--- config.mk ---
export PLATFORM = sky130hd
export DESIGN_NAME = tree_route_unit
export DESIGN_NICKNAME = d
export VERILOG_FILES = /design/src/rtl/tree_route_pkg.sv /design/src/rtl/tree_route_span.sv /design/src/rtl/tree_route_pick.sv /design/src/rtl/tree_route_ctrl.sv /design/src/rtl/tree_route_unit.sv
export SDC_FILE = /design/constraint.sdc
export NUM_CORES = 1
export LEC_CHECK = 0
export ABC_AREA = 0
export CAP_MARGIN = 10
export CORE_AREA = 2 2 42 44
export DETAILED_ROUTE_END_ITERATION = 8
export DIE_AREA = 0 0 44 46
export GPL_TIMING_DRIVEN = 0
export SYNTH_ARGS = -nofsm -noshare
export SYNTH_HDL_FRONTEND = slang
export SYNTH_SLANG_ARGS = --single-unit
export TNS_END_PERCENT = 10
--- constraint.sdc ---
create_clock -name clk -period 1.8 [get_ports clk]
set_input_delay 0.27 -clock clk [delete_from_list [all_inputs] [get_ports clk]]
set_output_delay 0.27 -clock clk [all_outputs]
set_load 0.02 [all_outputs]
--- src/rtl/tree_route_pkg.sv ---
package tree_route_pkg;

    // holding-register controller states
    typedef enum logic [0:0] {
        ST_EMPTY = 1'b0,
        ST_FULL  = 1'b1
    } hold_state_t;

    // fixed positions in the one-hot port vector
    localparam int PORT_LOCAL  = 0;
    localparam int PORT_PARENT = 1;
    localparam int PORT_CHILD0 = 2;

endpackage

--- src/rtl/tree_route_span.sv ---
// Finds how many levels a header must climb: one more than the index of the
// highest radix-K digit in which source and destination differ.
module tree_route_span #(
    parameter int K = 4,
    parameter int D = 3
) (
    input  logic [D*$clog2(K)-1:0] src,
    input  logic [D*$clog2(K)-1:0] dst,
    output logic                   same,
    output logic [$clog2(D+1)-1:0] climb
);
    localparam int LK = $clog2(K);
    localparam int AW = D * LK;
    localparam int LW = $clog2(D + 1);

    logic [AW-1:0] diff;
    logic [D-1:0]  digit_nz;

    assign diff = src ^ dst;

    generate
        for (genvar j = 0; j < D; j++) begin : g_digit
            assign digit_nz[j] = |diff[j*LK +: LK];
        end
    endgenerate

    always_comb begin
        climb = '0;
        for (int j = 0; j < D; j++) begin
            if (digit_nz[j]) begin
                climb = LW'(j + 1);
            end
        end
    end

    assign same = ~|digit_nz;

endmodule

--- src/rtl/tree_route_pick.sv ---
// Turns climb count, level and arrival direction into a one-hot port choice.
module tree_route_pick
    import tree_route_pkg::*;
#(
    parameter int K = 4,
    parameter int D = 3
) (
    input  logic [$clog2(D+1)-1:0] level,
    input  logic                   from_parent,
    input  logic [D*$clog2(K)-1:0] dst,
    input  logic                   same,
    input  logic [$clog2(D+1)-1:0] climb,
    output logic [K+1:0]           port
);
    localparam int LK = $clog2(K);
    localparam int LW = $clog2(D + 1);
    localparam int PW = K + 2;

    logic [LK-1:0] dst_digit [D];
    logic [LK-1:0] down_sel;
    logic [K-1:0]  child_hot;
    logic          go_up;

    generate
        for (genvar j = 0; j < D; j++) begin : g_split
            assign dst_digit[j] = dst[j*LK +: LK];
        end
    endgenerate

    // destination digit at index level-1
    always_comb begin
        down_sel = '0;
        for (int j = 0; j < D; j++) begin
            if (level == LW'(j + 1)) begin
                down_sel = dst_digit[j];
            end
        end
    end

    generate
        for (genvar c = 0; c < K; c++) begin : g_child
            assign child_hot[c] = (down_sel == LK'(c));
        end
    endgenerate

    assign go_up = (level < climb);

    always_comb begin
        port = '0;
        if (from_parent) begin
            port[PW-1:PORT_CHILD0] = child_hot;
        end else if (same) begin
            port[PORT_LOCAL] = 1'b1;
        end else if (go_up) begin
            port[PORT_PARENT] = 1'b1;
        end else begin
            port[PW-1:PORT_CHILD0] = child_hot;
        end
    end

endmodule

--- src/rtl/tree_route_ctrl.sv ---
// Two-state controller for the single decision register.
module tree_route_ctrl
    import tree_route_pkg::*;
(
    input  logic clk,
    input  logic rst_n,
    input  logic in_valid,
    output logic in_ready,
    input  logic out_ready,
    output logic out_valid,
    output logic load
);
    hold_state_t state_q;
    hold_state_t state_d;

    always_comb begin
        state_d   = state_q;
        in_ready  = 1'b1;
        out_valid = 1'b0;
        load      = 1'b0;
        unique case (state_q)
            ST_EMPTY: begin
                in_ready = 1'b1;
                load     = in_valid;
                if (in_valid) begin
                    state_d = ST_FULL;              // load
                end
            end
            ST_FULL: begin
                out_valid = 1'b1;
                in_ready  = out_ready;
                load      = out_ready && in_valid;
                if (out_ready && !in_valid) begin
                    state_d = ST_EMPTY;             // drain
                end else begin
                    state_d = ST_FULL;              // swap or stall
                end
            end
            default: begin
                state_d = ST_EMPTY;
            end
        endcase
    end

    always_ff @(posedge clk) begin
        if (!rst_n) begin
            state_q <= ST_EMPTY;
        end else begin
            state_q <= state_d;
        end
    end

endmodule

--- src/rtl/tree_route_unit.sv ---
module tree_route_unit #(
    parameter int K = 4,
    parameter int D = 3
) (
    input  logic                   clk,
    input  logic                   rst_n,
    input  logic                   hdr_valid,
    output logic                   hdr_ready,
    input  logic [$clog2(D+1)-1:0] hdr_level,
    input  logic                   hdr_from_parent,
    input  logic [D*$clog2(K)-1:0] hdr_src,
    input  logic [D*$clog2(K)-1:0] hdr_dst,
    output logic                   out_valid,
    input  logic                   out_ready,
    output logic [K+1:0]           out_port
);
    localparam int LW = $clog2(D + 1);
    localparam int PW = K + 2;

    logic          same;
    logic [LW-1:0] climb;
    logic [PW-1:0] port_d;
    logic [PW-1:0] port_q;
    logic          load;

    tree_route_span #(.K(K), .D(D)) u_span (
        .src   (hdr_src),
        .dst   (hdr_dst),
        .same  (same),
        .climb (climb)
    );

    tree_route_pick #(.K(K), .D(D)) u_pick (
        .level       (hdr_level),
        .from_parent (hdr_from_parent),
        .dst         (hdr_dst),
        .same        (same),
        .climb       (climb),
        .port        (port_d)
    );

    tree_route_ctrl u_ctrl (
        .clk       (clk),
        .rst_n     (rst_n),
        .in_valid  (hdr_valid),
        .in_ready  (hdr_ready),
        .out_ready (out_ready),
        .out_valid (out_valid),
        .load      (load)
    );

    always_ff @(posedge clk) begin
        if (!rst_n) begin
            port_q <= '0;
        end else if (load) begin
            port_q <= port_d;
        end
    end

    assign out_port = port_q;

endmodule

Yosys cells after proc, flatten, opt, wreduce, memory -nomap -nowiden
Index checks and enable logic that the tools add are counted.
Word-level totals
  register bits after elaboration: 7
  input port bits: 19
  output and inout port bits: 8
  logic and storage cells: 37
Operators by class
  magnitude comparators: 1
  eq/ne operators: 6
  mux-type cells: 18
  bitwise operators: 2
  reductions and logical operators: 8
Operators with widths (count)
  two-way mux 2 bit: 6
  == test 2 bit, second input constant: 4
  two-way mux 4 bit: 2
  two-way mux 1 bit: 6
  case mux 1 bit (2 select lines): 3
  OR reduction 2 bit: 3
  OR reduction 6 bit: 1
  bitwise XOR 6 bit: 1
  two-way mux 5 bit: 1
  == test 2 x 1 -> 1 bit, second input constant: 2
  logical AND 1 bit: 2
  logical NOT 2 bit: 1
  < comparator 2 bit: 1
  logical NOT 1 bit: 1
  NOT 1 bit: 1

Longest topological paths before layout
  depth after elaboration: 9
  gate-level depth with buffers: 9
  gate-level depth less buffers: 9

Hierarchy
Synthesis repeated with hierarchy kept, for this count alone.
Second synthesis, totals
  cells, all modules: 51
  area total of the unflattened synthesis: 503.0 um2
By module, submodules not included
  tree_route_unit: times used 1, cells each 19, area each 229.0 um2, sequential area each 120.1 um2
  tree_route_pick: times used 1, cells each 17, area each 135.1 um2, sequential area each 0.0 um2
  tree_route_span: times used 1, cells each 10, area each 81.3 um2, sequential area each 0.0 um2
  tree_route_ctrl: times used 1, cells each 5, area each 57.6 um2, sequential area each 20.0 um2

Worst setup path after synthesis
OpenSTA, ideal clock, no wires.
  path type: input -> register
  start: input hdr_src[4]
  end: register port_q[2], in the netlist out_port[2]
  setup time: 60 ps
  arrival: 1564 ps
  data required time: 1740 ps
  slack: 175 ps
  stages: 9
  path buffers: 0
  path through: xnor2_1 -> nand2_1 -> nor2_1 -> ha_1 -> nor2_1 -> a41oi_1 -> a311oi_1 -> nor3b_1 -> a32o_1
Between the ends
  cells in the longest elaborated chain, start to end: 7
  elaborated cells on any way between the ends: 8
  those cells by class: order compare: 1; mux: 4; bitwise: 1; reduce/logical: 2
RTL lines
  from (decl): line tree_route_unit.sv:11  | input logic [D*$clog2(K)-1:0] hdr_src,
  bitwise XOR 6 bit (*): line tree_route_span.sv:19  | assign diff = src ^ dst;
  OR reduction 2 bit: line tree_route_span.sv:23  | assign digit_nz[j] = |diff[j*LK +: LK];
  two-way mux 2 bit: line tree_route_span.sv:30  | if (digit_nz[j]) begin
  < comparator 2 bit: line tree_route_pick.sv:46  | assign go_up = (level < climb);
  two-way mux 4 bit: line tree_route_pick.sv:54  | end else if (go_up) begin
  two-way mux 5 bit (*): line tree_route_pick.sv:52  | end else if (same) begin
  two-way mux 4 bit (*): line tree_route_pick.sv:50  | if (from_parent) begin
  to (signal assigned): line tree_route_unit.sv:56  | port_q <= port_d;
  to (decl): line tree_route_unit.sv:23  | logic [PW-1:0] port_q;
Mark *: on every way between the ends. The rest lies on a longest branch, timed or not.
A chain may end at the register's enable or synchronous reset.

Worst setup path after layout
  start: input hdr_dst[5]
  end: register port_q[2], in the netlist out_port[2]
Between the ends
  cells in the longest elaborated chain, start to end: 7
  elaborated cells on any way between the ends: 10
  those cells by class: order compare: 1; mux: 5; bitwise: 1; reduce/logical: 3
RTL lines
  from (decl): line tree_route_unit.sv:12  | input logic [D*$clog2(K)-1:0] hdr_dst,
  bitwise XOR 6 bit: line tree_route_span.sv:19
  OR reduction 2 bit: line tree_route_span.sv:23
  two-way mux 2 bit: line tree_route_span.sv:30
  < comparator 2 bit: line tree_route_pick.sv:46
  two-way mux 4 bit: line tree_route_pick.sv:54
  two-way mux 5 bit: line tree_route_pick.sv:52
  two-way mux 4 bit (*): line tree_route_pick.sv:50
Marked as above.

==> impl_metrics.toml <==
[status]
outcome = "completed"

[synth]
yosysMostFrequentCell = "dfxtp_1"
syn_avg_cell_area_um2 = 9.24
synth_area_leaders = "dfxtp_1, xnor2_1, a32o_1, nor3_1, a22oi_1"
ys_types = 25
synth_cells = 49
yosysSeqAreaShare_pct = 30.9
yosys_most_used_dff = "dfxtp_1"
synth_fp_nets = 69
yosysWarningCount = 0
synthArstFlopShare_pct = 0
synth_commonest_cells = "dfxtp_1, xnor2_1, a32o_1, nand2_1, nor3_1"
synth_top_area_share_pct = 30.9
yosysTopAreaCell = "dfxtp_1"
ys_ff_latch = 7
syn-cell-area_um2 = 453
synth_edf_count = 0

[critical_path]
ff2ff_setup_slack_ps = 710
startpoint = "hdr_dst[5]"
crit_path_end_kind = "flip-flop"
r2r-end = "out_port[4]"
reg2reg_depth = 4
crit_end = "out_port[2]"
crit_path_top_delay_cell = "a311oi_2"
cp.required_ps = 1940
critPathKind = "in2reg"
r2r-start = "u_ctrl.state_q"
cp_cell_sequence = "dlygate4sd2_1, xnor2_2, nand2_1, nor2_1, ha_2, nor2_2, a41oi_2, a311oi_2, nor3b_2, a32o_1"
critPathMaxStageDelay_ps = 350
critPathLaunchType = "input pin"
cp_max_fo = 3
cp.arrival_ps = 1840

[clock_network]
clk_path_buf_depth = 2
clk_pin_slew_ps = 50
cts_tree = "built"
cts-hold-fix-buffers = 0
htreeDepth = 1
cts_buffers = 3
clk_latency_ps = 250
clockRootBuffer = "clkbuf_4"
cts.sinks = 7

[detailed_routing]
route.detailed.drc = 0
dr.first_iter.drc_count = 4
vias_per_cell = 5.19
ant_nets = 0
wl_per_cell_um = 13.5
num_vias = 524
drt_wl_total_um = 1360
dr.pass1.iters = 4

[die]
die_y_um = 46
rows = 15
die_w_um = 44
die_area_um2 = 2020
io_pins = 27
core_um2 = 1610
start_util_pct = 28.1

[worst_hold_path]
min_path_type = "reg2reg"
worstHoldPathCells = 2

[timing]
worst_pin_slew_ps = 315
finalCritPeriodShare_pct = 94.6
fin_crit_ps = 1700
slew_violations = 0
max_freq_mhz = 587
slew_headroom_pct = 79.0
tns_ps = 0
hold_viol = 0
fin_skew_ps = 1.46
finalSetupViolCount = 0

[global_route]
grt_pass1_vias = 526
grtUsageTotal_pct = 15.1
grt_max_degree = 10
grt_overflow_total = 0
antenna_found_initial = 0
grt_pass1_wl_um = 2210

[power_and_ir_drop]
power.density_nw_per_um2 = 546
ir_drop_uv = 323
p_leak_nw = 0.359

[placed_design]
place_congestion = 0.773
io_buffers = 26
place_hpwl_um = 967
dpl_cell_area_um2 = 734

[cells_and_area]
drive_gt1_share_pct = 28.6
syn_to_final_growth_pct = 91.4
antenna_cells = 0
final_cell_area_um2 = 867
fill_cells = 143
fin_nets = 105

[run]
drv_cap = 0
[per-layer routing]
metal  up-vias  global-route usage (%)  part of all wire (%)
met2        16                    24.1                    52
met1       247                    17.7                    41
met4         0                    6.67                   1.8
met3         4                    5.95                   5.4
li1        257                       -                     -
met5         -                       0                     0
[sequential cells by signal, indices dropped and copies added (netlist names)]
register        flops
u_ctrl.state_q      1
out_port            6
[worst min path at each step]
stage,from,end,slack [ps]
2_1_floorplan,rst_n,out_port[0],390
3_3_place_gp,out_port[1],out_port[1],440
3_5_place_dp,out_port[1],out_port[1],450
4_1_cts,out_port[1],out_port[1],470
5_1_grt,out_port[1],out_port[1],500
6_report,out_port[1],out_port[1],470
[cells by family (layout without fill, tap and decap cells)]
logic type               count (synthesis)  count (layout)  share of synthesized area [%]
adder cells (fa/ha/maj)                  1               1                           2.76
multiplexers                             2               2                           4.97
flip-flops                               7               7                           30.9
AND/OR/NAND/NOR                         18              18                           22.9
buffers and inverters                    2              37                           1.66
XOR/XNOR                                 6               6                           11.6
AO/OA/AOI/OAI                           13              13                           25.1
[critical path, delay by kind of cell]
kind,cells,cell delay [ps]
AND/OR/NAND/NOR,4,350
AO/OA/AOI/OAI,3,620
XOR/XNOR,1,150
adder cells (fa/ha/maj),1,190
buffers and inverters,1,260
[final cells by class]
class / instances / area [µm²] / area share (%)
Sequential cell: 7 / 140 / 16.2
Tap cell: 17 / 21.3 / 2.45
Timing Repair Buffer: 31 / 303 / 34.9
Inverter: 2 / 7.51 / 0.866
Clock buffer: 4 / 26.3 / 3.03
Multi-Input combinational cell: 40 / 369 / 42.6
[power by group]
group	leakage (nW)	internal, W	switching (W)
logic	0.287	0.0000926	0.0000781
clock network	0.0150	0.0000843	0.0000535
registers	0.0570	0.000162	0.00000332
[through the flow]
| stage | power, W | util [%] | cells | worst slack [ps] | hold slack (ps) |
|---|---|---|---|---|---|
| 2_1_floorplan | 0.000235 | - | 49 | 175 | 392 |
| 3_3_place_gp | 0.000308 | 45.5 | 92 | -478 | 444 |
| 3_5_place_dp | 0.000309 | 45.5 | 92 | -512 | 451 |
| 4_1_cts | 0.000474 | 51.2 | 99 | 1.60 | 473 |
| 5_1_grt | 0.000502 | 53.7 | 101 | -5.22 | 501 |
| 6_report | 0.000474 | 53.7 | 101 | 97.0 | 467 |
[cell usage in the layout (no fill, tap or decap), types with 2 or more instances in the layout]
cell type	instances
nand2_2	2
dfxtp_1	7
a32o_1	4
buf_4	5
dlygate4sd2_1	4
a22oi_1	2
xnor2_2	4
nor3_2	2
clkbuf_4	3
xnor2_1	2
clkdlybuf4s50_1	17
inv_1	2
dlymetal6s2s_1	4
nand2_1	4
[repair_timing]
action                     CTS  global route
setup buffers                3             2
pin swaps                    6             4
gates resized for setup     14             7
setup endpoints to repair    4             5
(Power assumes the default switching activity.)
